$ cat src/rtl/tdc_pkg.sv
package tdc_pkg;

    // Start-up controller of the merge stage
    typedef enum logic [0:0] {
        ST_FILL = 1'b0,   // pipeline still holds pre-reset snapshots
        ST_RUN  = 1'b1    // aligned data is trustworthy
    } merge_state_e;

    // Three-input majority vote used by the bubble filter
    function automatic logic maj3(input logic a, input logic b, input logic c);
        return (a & b) | (a & c) | (b & c);
    endfunction

endpackage

$ cat src/rtl/tdc_delay_pipe.sv
module tdc_delay_pipe #(
    parameter int W        = 16,
    parameter int DEPTH    = 1,
    parameter bit RST_ONES = 1'b0
) (
    input  logic         clk,
    input  logic         rst_n,
    input  logic [W-1:0] d_i,
    output logic [W-1:0] q_o
);
    localparam logic [W-1:0] RST_VAL = RST_ONES ? {W{1'b1}} : {W{1'b0}};

    logic [W-1:0] stage_q [DEPTH];

    generate
        for (genvar k = 0; k < DEPTH; k++) begin : g_stage
            if (k == 0) begin : g_head
                always_ff @(posedge clk) begin
                    if (!rst_n) stage_q[0] <= RST_VAL;
                    else        stage_q[0] <= d_i;
                end
            end else begin : g_body
                always_ff @(posedge clk) begin
                    if (!rst_n) stage_q[k] <= RST_VAL;
                    else        stage_q[k] <= stage_q[k-1];
                end
            end
        end
    endgenerate

    assign q_o = stage_q[DEPTH-1];

endmodule

$ cat src/rtl/tdc_coarse_ctr.sv
module tdc_coarse_ctr #(
    parameter int COARSE_W = 16
) (
    input  logic                clk,
    input  logic                rst_n,
    output logic [COARSE_W-1:0] count_o
);
    logic [COARSE_W-1:0] count_q;

    always_ff @(posedge clk) begin
        if (!rst_n) count_q <= '0;
        else        count_q <= count_q + 1'b1;
    end

    assign count_o = count_q;

    // one step per reference period, modulo 2^COARSE_W
    p_coarse_step_r2: assert property (@(posedge clk) disable iff (!rst_n)
        1'b1 |=> count_q == COARSE_W'($past(count_q) + 1'b1));

endmodule

$ cat src/rtl/tdc_section_align.sv
module tdc_section_align #(
    parameter int NSEC     = 4,
    parameter int TAPS     = 16,
    parameter int COARSE_W = 16,
    localparam int LINE_W  = NSEC * TAPS
) (
    input  logic                clk,
    input  logic                rst_n,
    input  logic [LINE_W-1:0]   taps_i,
    input  logic [COARSE_W-1:0] coarse_i,
    output logic [LINE_W-1:0]   line_o,
    output logic [COARSE_W-1:0] coarse_o
);
    // section s arrives s cycles late, so it gets NSEC-s stages;
    // every piece of one period leaves the last stage after edge E+NSEC-1.
    generate
        for (genvar s = 0; s < NSEC; s++) begin : g_sec
            tdc_delay_pipe #(
                .W        (TAPS),
                .DEPTH    (NSEC - s),
                .RST_ONES (1'b1)
            ) u_sec_dly (
                .clk   (clk),
                .rst_n (rst_n),
                .d_i   (taps_i[s*TAPS +: TAPS]),
                .q_o   (line_o[s*TAPS +: TAPS])
            );
        end
    endgenerate

    // coarse sampled on the same edge as section 0, same depth
    tdc_delay_pipe #(
        .W        (COARSE_W),
        .DEPTH    (NSEC),
        .RST_ONES (1'b0)
    ) u_coarse_dly (
        .clk   (clk),
        .rst_n (rst_n),
        .d_i   (coarse_i),
        .q_o   (coarse_o)
    );

endmodule

$ cat src/rtl/tdc_fine_encoder.sv
module tdc_fine_encoder #(
    parameter int LINE_W  = 64,
    localparam int FINE_W = $clog2(LINE_W)
) (
    input  logic [LINE_W-1:0] line_i,
    output logic              found_o,
    output logic [FINE_W-1:0] fine_o
);
    import tdc_pkg::*;

    // Extended line: virtual 1 below tap 0, virtual 0 above the last tap
    logic [LINE_W+1:0] ext;
    logic [LINE_W-1:0] filt;

    assign ext = {1'b0, line_i, 1'b1};

    generate
        for (genvar i = 0; i < LINE_W; i++) begin : g_vote
            assign filt[i] = maj3(ext[i], ext[i+1], ext[i+2]);
        end
    endgenerate

    // lowest zero wins
    always_comb begin
        fine_o = '0;
        for (int i = LINE_W - 1; i >= 0; i--) begin
            if (!filt[i]) fine_o = FINE_W'(i);
        end
    end

    // nothing to report when the filtered line is all ones
    assign found_o = ~&filt;

endmodule

$ cat src/rtl/tdc_readout_pipe.sv
module tdc_readout_pipe #(
    parameter int NSEC     = 4,
    parameter int TAPS     = 16,
    parameter int COARSE_W = 16,
    localparam int LINE_W  = NSEC * TAPS,
    localparam int FINE_W  = $clog2(LINE_W),
    localparam int FILL_W  = $clog2(NSEC + 1)
) (
    input  logic                clk,
    input  logic                rst_n,
    input  logic [LINE_W-1:0]   taps_i,
    output logic                stamp_valid_o,
    output logic [COARSE_W-1:0] stamp_coarse_o,
    output logic [FINE_W-1:0]   stamp_fine_o
);
    import tdc_pkg::*;

    logic [COARSE_W-1:0] coarse_now;
    logic [COARSE_W-1:0] coarse_aln;
    logic [LINE_W-1:0]   line_aln;
    logic                enc_found;
    logic [FINE_W-1:0]   enc_fine;

    merge_state_e        state_q, state_d;
    logic [FILL_W-1:0]   fill_q;

    tdc_coarse_ctr #(
        .COARSE_W (COARSE_W)
    ) u_coarse (
        .clk     (clk),
        .rst_n   (rst_n),
        .count_o (coarse_now)
    );

    tdc_section_align #(
        .NSEC     (NSEC),
        .TAPS     (TAPS),
        .COARSE_W (COARSE_W)
    ) u_align (
        .clk      (clk),
        .rst_n    (rst_n),
        .taps_i   (taps_i),
        .coarse_i (coarse_now),
        .line_o   (line_aln),
        .coarse_o (coarse_aln)
    );

    tdc_fine_encoder #(
        .LINE_W (LINE_W)
    ) u_enc (
        .line_i  (line_aln),
        .found_o (enc_found),
        .fine_o  (enc_fine)
    );

    // Next-state logic: FILL -> RUN once NSEC edges have passed
    always_comb begin
        state_d = state_q;
        unique case (state_q)
            ST_FILL: if (fill_q == FILL_W'(NSEC - 1)) state_d = ST_RUN;
            ST_RUN:  state_d = ST_RUN;
            default: state_d = ST_FILL;
        endcase
    end

    // State register and fill counter
    always_ff @(posedge clk) begin
        if (!rst_n) begin
            state_q <= ST_FILL;
            fill_q  <= '0;
        end else begin
            state_q <= state_d;
            if (state_q == ST_FILL) fill_q <= fill_q + 1'b1;
        end
    end

    // Output register: one strobe per period holding a stop
    always_ff @(posedge clk) begin
        if (!rst_n) begin
            stamp_valid_o  <= 1'b0;
            stamp_coarse_o <= '0;
            stamp_fine_o   <= '0;
        end else begin
            stamp_valid_o <= (state_q == ST_RUN) && enc_found;
            if ((state_q == ST_RUN) && enc_found) begin
                stamp_coarse_o <= coarse_aln;
                stamp_fine_o   <= enc_fine;
            end
        end
    end

    // nothing leaves while the pipeline is still filling
    p_fill_silent_r10: assert property (@(posedge clk) disable iff (!rst_n)
        (state_q == ST_FILL) |=> !stamp_valid_o);

    // an all-ones aligned line never yields a strobe
    p_idle_silent_r6: assert property (@(posedge clk) disable iff (!rst_n)
        (&line_aln) |=> !stamp_valid_o);

    // the coarse field trails the live counter by NSEC+1
    p_coarse_pair_r8: assert property (@(posedge clk) disable iff (!rst_n)
        stamp_valid_o |-> stamp_coarse_o == COARSE_W'(coarse_now - COARSE_W'(NSEC + 1)));

    // a strobe follows every stop found once running
    p_found_emits_r7: assert property (@(posedge clk) disable iff (!rst_n)
        ((state_q == ST_RUN) && enc_found) |=> stamp_valid_o);

endmodule

$ cat config.mk
export PLATFORM = sky130hd
export DESIGN_NAME = tdc_readout_pipe
export DESIGN_NICKNAME = d
export VERILOG_FILES = /design/src/rtl/tdc_pkg.sv /design/src/rtl/tdc_delay_pipe.sv /design/src/rtl/tdc_coarse_ctr.sv /design/src/rtl/tdc_section_align.sv /design/src/rtl/tdc_fine_encoder.sv /design/src/rtl/tdc_readout_pipe.sv
export SDC_FILE = /design/constraint.sdc
export NUM_CORES = 1
export LEC_CHECK = 0
export BUFFER_PORTS_ARGS = -buffer_cell sky130_fd_sc_hd__buf_2
export CELL_PAD_IN_SITES_DETAIL_PLACEMENT = 0
export CELL_PAD_IN_SITES_GLOBAL_PLACEMENT = 1
export CORE_MARGIN = 2
export CORE_UTILIZATION = 48
export CTS_BUF_LIST = sky130_fd_sc_hd__clkbuf_4 sky130_fd_sc_hd__clkbuf_8
export CTS_CLUSTER_DIAMETER = 50
export DETAILED_ROUTE_END_ITERATION = 16
export PLACE_DENSITY = 0.87
export SYNTH_ARGS = -nofsm -noshare
export SYNTH_HDL_FRONTEND = slang
export SYNTH_SLANG_ARGS = --single-unit
$ cat constraint.sdc
create_clock -name clk -period 2.6 [get_ports clk]
set_input_delay 0.13 -clock clk [delete_from_list [all_inputs] [get_ports clk]]
set_output_delay 0.13 -clock clk [all_outputs]
set_load 0.005 [all_outputs]
==> flow_metrics.tcl, run 1 <==
set metrics [dict create \
    status "complete, no violations" \
    finalWirelength_um 20000 \
    synth_seq_cells 267 \
    peakVddDrop_uv 435 \
    finClkSkew_ps 36.4 \
    tns_ps 0 \
    syn_area_per_cell_sq_um 9.58 \
    timing.hold.ws_ps 306 \
    syn_inst 1069 \
    drv_slew 0 \
    required_ps 3030 \
    synth_most_common_cell "dfxtp_1" \
    antenna_left 0 \
    cts_root_buffer "clkbuf_8" \
    cts_tree "done" \
    cts.clk_slew.worst_paths_ps 60 \
    power_density_mw_per_mm2 685 \
    multi_input_area_sq_mm 0.00443 \
    drive_gt1_share_pct 17.6 \
    drc 0 \
    critPathArrivalTime_ps 2870 \
    dpl_worst_slack_ps 144 \
    die_h_um 150 \
    antenna_found_initial 0 \
    synthFlopType "dfxtp_1" \
    cp_max_fo 12 \
    synth.net_count 1138 \
    clock_latency_ps 540 \
    initial_core_util_pct 48.9 \
    ys_warn_count 0 \
    relSlewSlack_pct 57.8 \
    wire_per_inst_um 13.1 \
    timing.final.crit_share_pct 94.0 \
    crit_path_end_kind "flop" \
    gp_congestion 0.850 \
    async_flop_share_pct 0 \
    grt_pass1_vias 7024 \
    num_io_pins 89 \
    hold_viol 0 \
    synth.area.top_cells "dfxtp_1 (52%), nand2b_1 (10%), and2_1 (4.8%), o21ai_0 (2.7%), a21oi_1 (2.3%)" \
    synth_top_cell_area_share_pct 52.2 \
    cts.sinks 267 \
    dr.pass1.iters 5 \
    drt_iter0_markers 529 \
    n_fill_cell 1786 \
    grt_max_degree 98 \
    area.sequential_sq_mm 0.00535 \
    diodes 0 \
    fin_crit_ps 2440 \
    overflow 0 \
    track_usage_pct 17.1 \
    core-area_sq_mm 0.0210 \
    rows 53 \
    clockBufferDepth 3 \
    worst_pin_slew_ps 629 \
    vias 7573 \
    critPathLaunchType "flop" \
    area.growth.synth_to_final_pct 22.3 \
    finalWorstSetupSlack_ps 157 \
    via_per_inst 4.97 \
    num-nets-final 1292 \
    dieArea_sq_mm 0.0225 \
    path_class "reg2reg" \
    io_buffers 88 \
    cts_htree_levels 2 \
    grt_pass1_wl_um 32200 \
    dp_hpwl_um 12100 \
    fmax_mhz 409 \
    synth.cells.most_frequent "dfxtp_1 (267), nand2b_1 (167), and2_1 (79)" \
    finalSetupViolations 0 \
    synth-edff-count 0 \
    hold_class "in2reg" \
    leakage_nw 5.21 \
    synth_area_sq_mm 0.0102 \
    die_w_um 150 \
    ys_seq_area_share_pct 52.2 \
    synth_area_leader_cell "dfxtp_1" \
    maxCapViolCount 0 \
    numCtsBuffers 43 \
    synthDistinctLibCells 67 \
]
[registers in the layout, indices dropped and copies added, names as in the netlist]
signal	flops
stamp_valid_o	1
fill_q	3
u_coarse.count_o	16
state_q	1
stamp_fine_o	6
u_align.g_sec.u_sec_dly.stage_q	160
stamp_coarse_o	16
u_align.u_coarse_dly.stage_q	64
[cell families after synthesis]
group           share of synthesized area [%]
buf+inv                                  4.80
mux                                      1.99
compound gates                           14.1
xor+xnor                                 2.31
simple gates                             24.0
flops                                    52.2
fa+ha+maj                               0.659
[path summary, 6_finish.rpt]
path	to	cells after the start	startpoint	slack, ps
setup / recovery	stamp_fine_o[1]$_SDFFE_PN0P_	8	u_align.g_sec[0].u_sec_dly.stage_q[1][19]$_SDFF_PN1_	160
setup reg to reg	stamp_fine_o[1]$_SDFFE_PN0P_	8	u_align.g_sec[0].u_sec_dly.stage_q[1][19]$_SDFF_PN1_	160
hold / removal	u_align.g_sec[3].u_sec_dly.stage_q[0][3]$_SDFF_PN1_	3	taps_i[51]	310
hold reg to reg	u_align.g_sec[2].u_sec_dly.stage_q[1][0]$_SDFF_PN1_	1	u_align.g_sec[2].u_sec_dly.stage_q[0][0]$_SDFF_PN1_	370
[metrics by stage]
step / power [mW] / instance area (sq um) / util [%] / instances
3_3_place_gp: 4.97 / 10900 / 52.1 / 1380
6_report: 8.59 / 12500 / 59.8 / 1525
5_1_grt: 8.95 / 12500 / 59.8 / 1525
2_1_floorplan: 4.81 / 10200 / - / 1069
3_5_place_dp: 4.98 / 10900 / 52.1 / 1380
4_1_cts: 8.66 / 12500 / 59.6 / 1523
[power by group]
| part | leakage (nW) | internal, mW | total (mW) | switching (mW) |
|---|---|---|---|---|
| Clock | 0.471 | 2.06 | 3.59 | 1.53 |
| Sequential | 2.19 | 4.22 | 4.32 | 0.0998 |
| Combinational | 2.56 | 0.358 | 0.681 | 0.323 |
[final cells by class]
| class | instances | share of cell area [%] |
|---|---|---|
| clock inverters | 10 | 0.689 |
| flip-flops and latches | 267 | 42.7 |
| multi-input cells | 694 | 35.3 |
| well taps | 275 | 2.75 |
| repair buffers | 194 | 11.5 |
| inverters | 23 | 0.689 |
| clock buffers | 62 | 6.31 |
[cells in the final DEF (no fill, tap or decap), types with 4 or more instances in the layout]
cell and count:
dfxtp_1 263, nand2b_1 167, buf_2 87, and2_1 79
dlygate4sd3_1 71, o21ai_0 55, clkbuf_8 52, a21oi_1 47
nand2_1 44, buf_4 33, nor2_1 29, nand3_1 26
nor2b_1 25, nand4_1 24, inv_1 23, o211ai_1 21
xnor2_1 19, mux2i_1 17, a31oi_1 13, clkbuf_4 10
a22oi_1 8, xor2_1 8, o21a_1 7, o22ai_1 7
and3_1 6, nor3_1 6, a211oi_1 6, clkinv_2 6
o221ai_1 5, o2111ai_1 5, or2_2 4, a21boi_0 4
nor3b_1 4, dfxtp_2 4
[layer usage]
metal | track usage [%] | vias to the layer above | part of all wire (%)
met5 | 0 | - | 0
met4 | 6.08 | 0 | 2.3
met3 | 3.30 | 43 | 4.5
met2 | 27.7 | 170 | 45
met1 | 23.0 | 3413 | 48
li1 | - | 3947 | -
[timing repair]
action | in CTS | in global routing
setup buffers | 0 | 1
hold buffers | 71 | 0
hold endpoints to repair | 71 | 0
setup endpoints to repair | 0 | 13
gates resized for setup | 0 | 5
[worst max-delay path: stages (launching register included)]
cell and delay (ps):
dfxtp_1 540, a21oi_1 110, o21a_1 220, a31oi_1 180, nand3_1 280, o41a_4 670, o211ai_2 100, a21oi_1 50
o21a_1 180
No activity file was read; power rests on OpenSTA's default activity.
==> run 2: changes to the inputs <==
CAP_MARGIN = 5   (was default)
CELL_PAD_IN_SITES_DETAIL_PLACEMENT = 1   (was 0)
==> flow_metrics.tcl, run 2 (synthesized netlist as in run 1, its figures left out) <==
set metrics [dict create \
    status "complete, no violations" \
    cts_tree "done" \
    gp_congestion 0.850 \
    dp_cells 1380 \
    finalWorstSetupSlack_ps 12.1 \
    largest_reg_flops 160 \
    critPathLaunchType "flop" \
    vias 8288 \
    dp_hpwl_um 15400 \
    num-nets-final 1291 \
    wl_met2_um 14300 \
    clockBufferDepth 3 \
    dpl_worst_slack_ps 64.6 \
    hold_class "in2reg" \
    fmax_mhz 386 \
    clock_latency_ps 570 \
    cp_max_fo 8 \
    mostFrequentLayoutCells "dfxtp_1 (256), nand2b_1 (167), buf_2 (87)" \
    wire_per_inst_um 18.3 \
    worst_pin_slew_ps 586 \
    worst_hold_path.num_cells 3 \
    grt_max_degree 98 \
    cts.sinks 267 \
    wl_met3_um 1430 \
    drc 0 \
    power.total_mw 8.96 \
    maxCapViolCount 0 \
    critPathArrivalTime_ps 3010 \
    hold_end "u_align.g_sec[0].u_sec_dly.stage_q[0][8]$_SDFF_PN1_" \
    regToRegStartpoint "u_align.g_sec[2].u_sec_dly.stage_q[1][5]$_SDFF_PN1_" \
    initial_core_util_pct 48.9 \
    die_h_um 150 \
    reg2regPathDepth 7 \
    grt_pass1_wl_um 42800 \
    drt_iter0_markers 481 \
    finalWirelength_um 28000 \
    overflow 0 \
    n_fill_cell 2341 \
    core-area_sq_mm 0.0210 \
    via_per_inst 5.41 \
    leakage_nw 5.26 \
    relSlewSlack_pct 60.9 \
    required_ps 3030 \
    io_buffers 88 \
    num_io_pins 89 \
    path_class "reg2reg" \
    reg.largest.list "u_align.g_sec.u_sec_dly.stage_q (160), u_align.u_coarse_dly.stage_q (64)" \
    hold_viol 0 \
    multi_input_area_sq_mm 0.00445 \
    r2r_slack_ps 10 \
    finalSetupViolations 0 \
    track_usage_pct 23.6 \
    grt_pass1_vias 8604 \
    drt-met1-wl_um 11200 \
    area.sequential_sq_mm 0.00536 \
    numCtsBuffers 43 \
    fin_crit_ps 2590 \
    drive_gt1_share_pct 18.9 \
    r2r-end "stamp_coarse_o[12]$_SDFFE_PN0P_" \
    power_density_mw_per_mm2 709 \
    antenna_left 0 \
    largest-register "u_align.g_sec.u_sec_dly.stage_q" \
    cts_root_buffer "clkbuf_8" \
    drv_slew 0 \
    final_common_cell "dfxtp_1" \
    fin_cells 1532 \
    crit_path_end_kind "flop" \
    cts.clk_slew.worst_paths_ps 70 \
    tns_ps 0 \
    rows 53 \
    cts_htree_levels 2 \
    area.growth.synth_to_final_pct 23.2 \
    diodes 0 \
    dieArea_sq_mm 0.0225 \
    die_w_um 150 \
    antenna_found_initial 0 \
    dr.pass1.iters 5 \
    peakVddDrop_uv 466 \
    dr.max_layer_used "met4" \
    timing.final.crit_share_pct 99.5 \
    finClkSkew_ps 59.7 \
    hold_start "taps_i[8]" \
]
run 2: changes by cell type in the layout (fill, tap and decap cells not counted), moves of 2 or more:
cell           delta
clkbuf_8          +8
dfxtp_1           -7
clkinv_2          +5
dlygate4sd3_1     -2
dfxtp_2           +7
clkbuf_4          -6
run 2: layer usage:
| layer | vias to the layer above | GRT usage, % |
|---|---|---|
| li1 | 3937 | - |
| met1 | 3962 | 27.4 |
| met2 | 299 | 42.3 |
| met3 | 90 | 4.33 |
| met4 | 0 | 10.4 |
| met5 | - | 0 |
run 2: worst max path at each step:
stage | start | to
2_1_floorplan | u_align.g_sec[1].u_sec_dly.stage_q[2][3]$_SDFF_PN1_ | stamp_fine_o[1]$_SDFFE_PN0P_
3_3_place_gp | u_align.g_sec[2].u_sec_dly.stage_q[1][7]$_SDFF_PN1_ | stamp_fine_o[2]$_SDFFE_PN0P_
3_5_place_dp | u_align.g_sec[3].u_sec_dly.stage_q[0][11]$_SDFF_PN1_ | stamp_fine_o[2]$_SDFFE_PN0P_
4_1_cts | u_align.g_sec[3].u_sec_dly.stage_q[0][11]$_SDFF_PN1_ | stamp_coarse_o[12]$_SDFFE_PN0P_
5_1_grt | u_align.g_sec[2].u_sec_dly.stage_q[1][6]$_SDFF_PN1_ | stamp_coarse_o[12]$_SDFFE_PN0P_
6_report | u_align.g_sec[2].u_sec_dly.stage_q[1][5]$_SDFF_PN1_ | stamp_coarse_o[12]$_SDFFE_PN0P_
run 2: where the power goes:
group	leakage, nW	switching [mW]	internal, mW	total [mW]
Sequential	2.18	0.116	4.22	4.34
Clock	0.515	1.74	2.15	3.88
Combinational	2.56	0.376	0.359	0.735
Total	5.26	2.23	6.73	8.96
run 2: per-stage QoR:
step	hold slack [ps]	utilization [%]	instance area [sq um]
global route	273	60.3	12600
detailed placement	315	52.1	10900
finish	281	60.3	12600
global placement	310	52.1	10900
floorplan	231	-	10200
CTS	247	60.0	12600
run 2: repair_timing:
item	in CTS	in global routing
cloned	0	2
pin swaps	0	4
hold endpoints to repair	70	0
endpoints found under the setup margin	2	21
hold buffers	69	0
setup buffers	0	1
gates resized for setup	1	13
run 2: layout make-up:
type,instances,share of cell area [%]
clock buffers,64,6.78
clock inverters,16,0.852
inverters,23,0.684
multi-input cells,695,35.2
flip-flops and latches,267,42.4
well taps,275,2.73
repair buffers,192,11.3
run 2: critical path, cell delays in order, from the launching register on:
cell and delay, ps:
dfxtp_1 500, o21ai_0 230, o211ai_1 310, nand2_1 110, or2_2 410, o41a_2 590, mux2i_1 220, nor2b_1 80
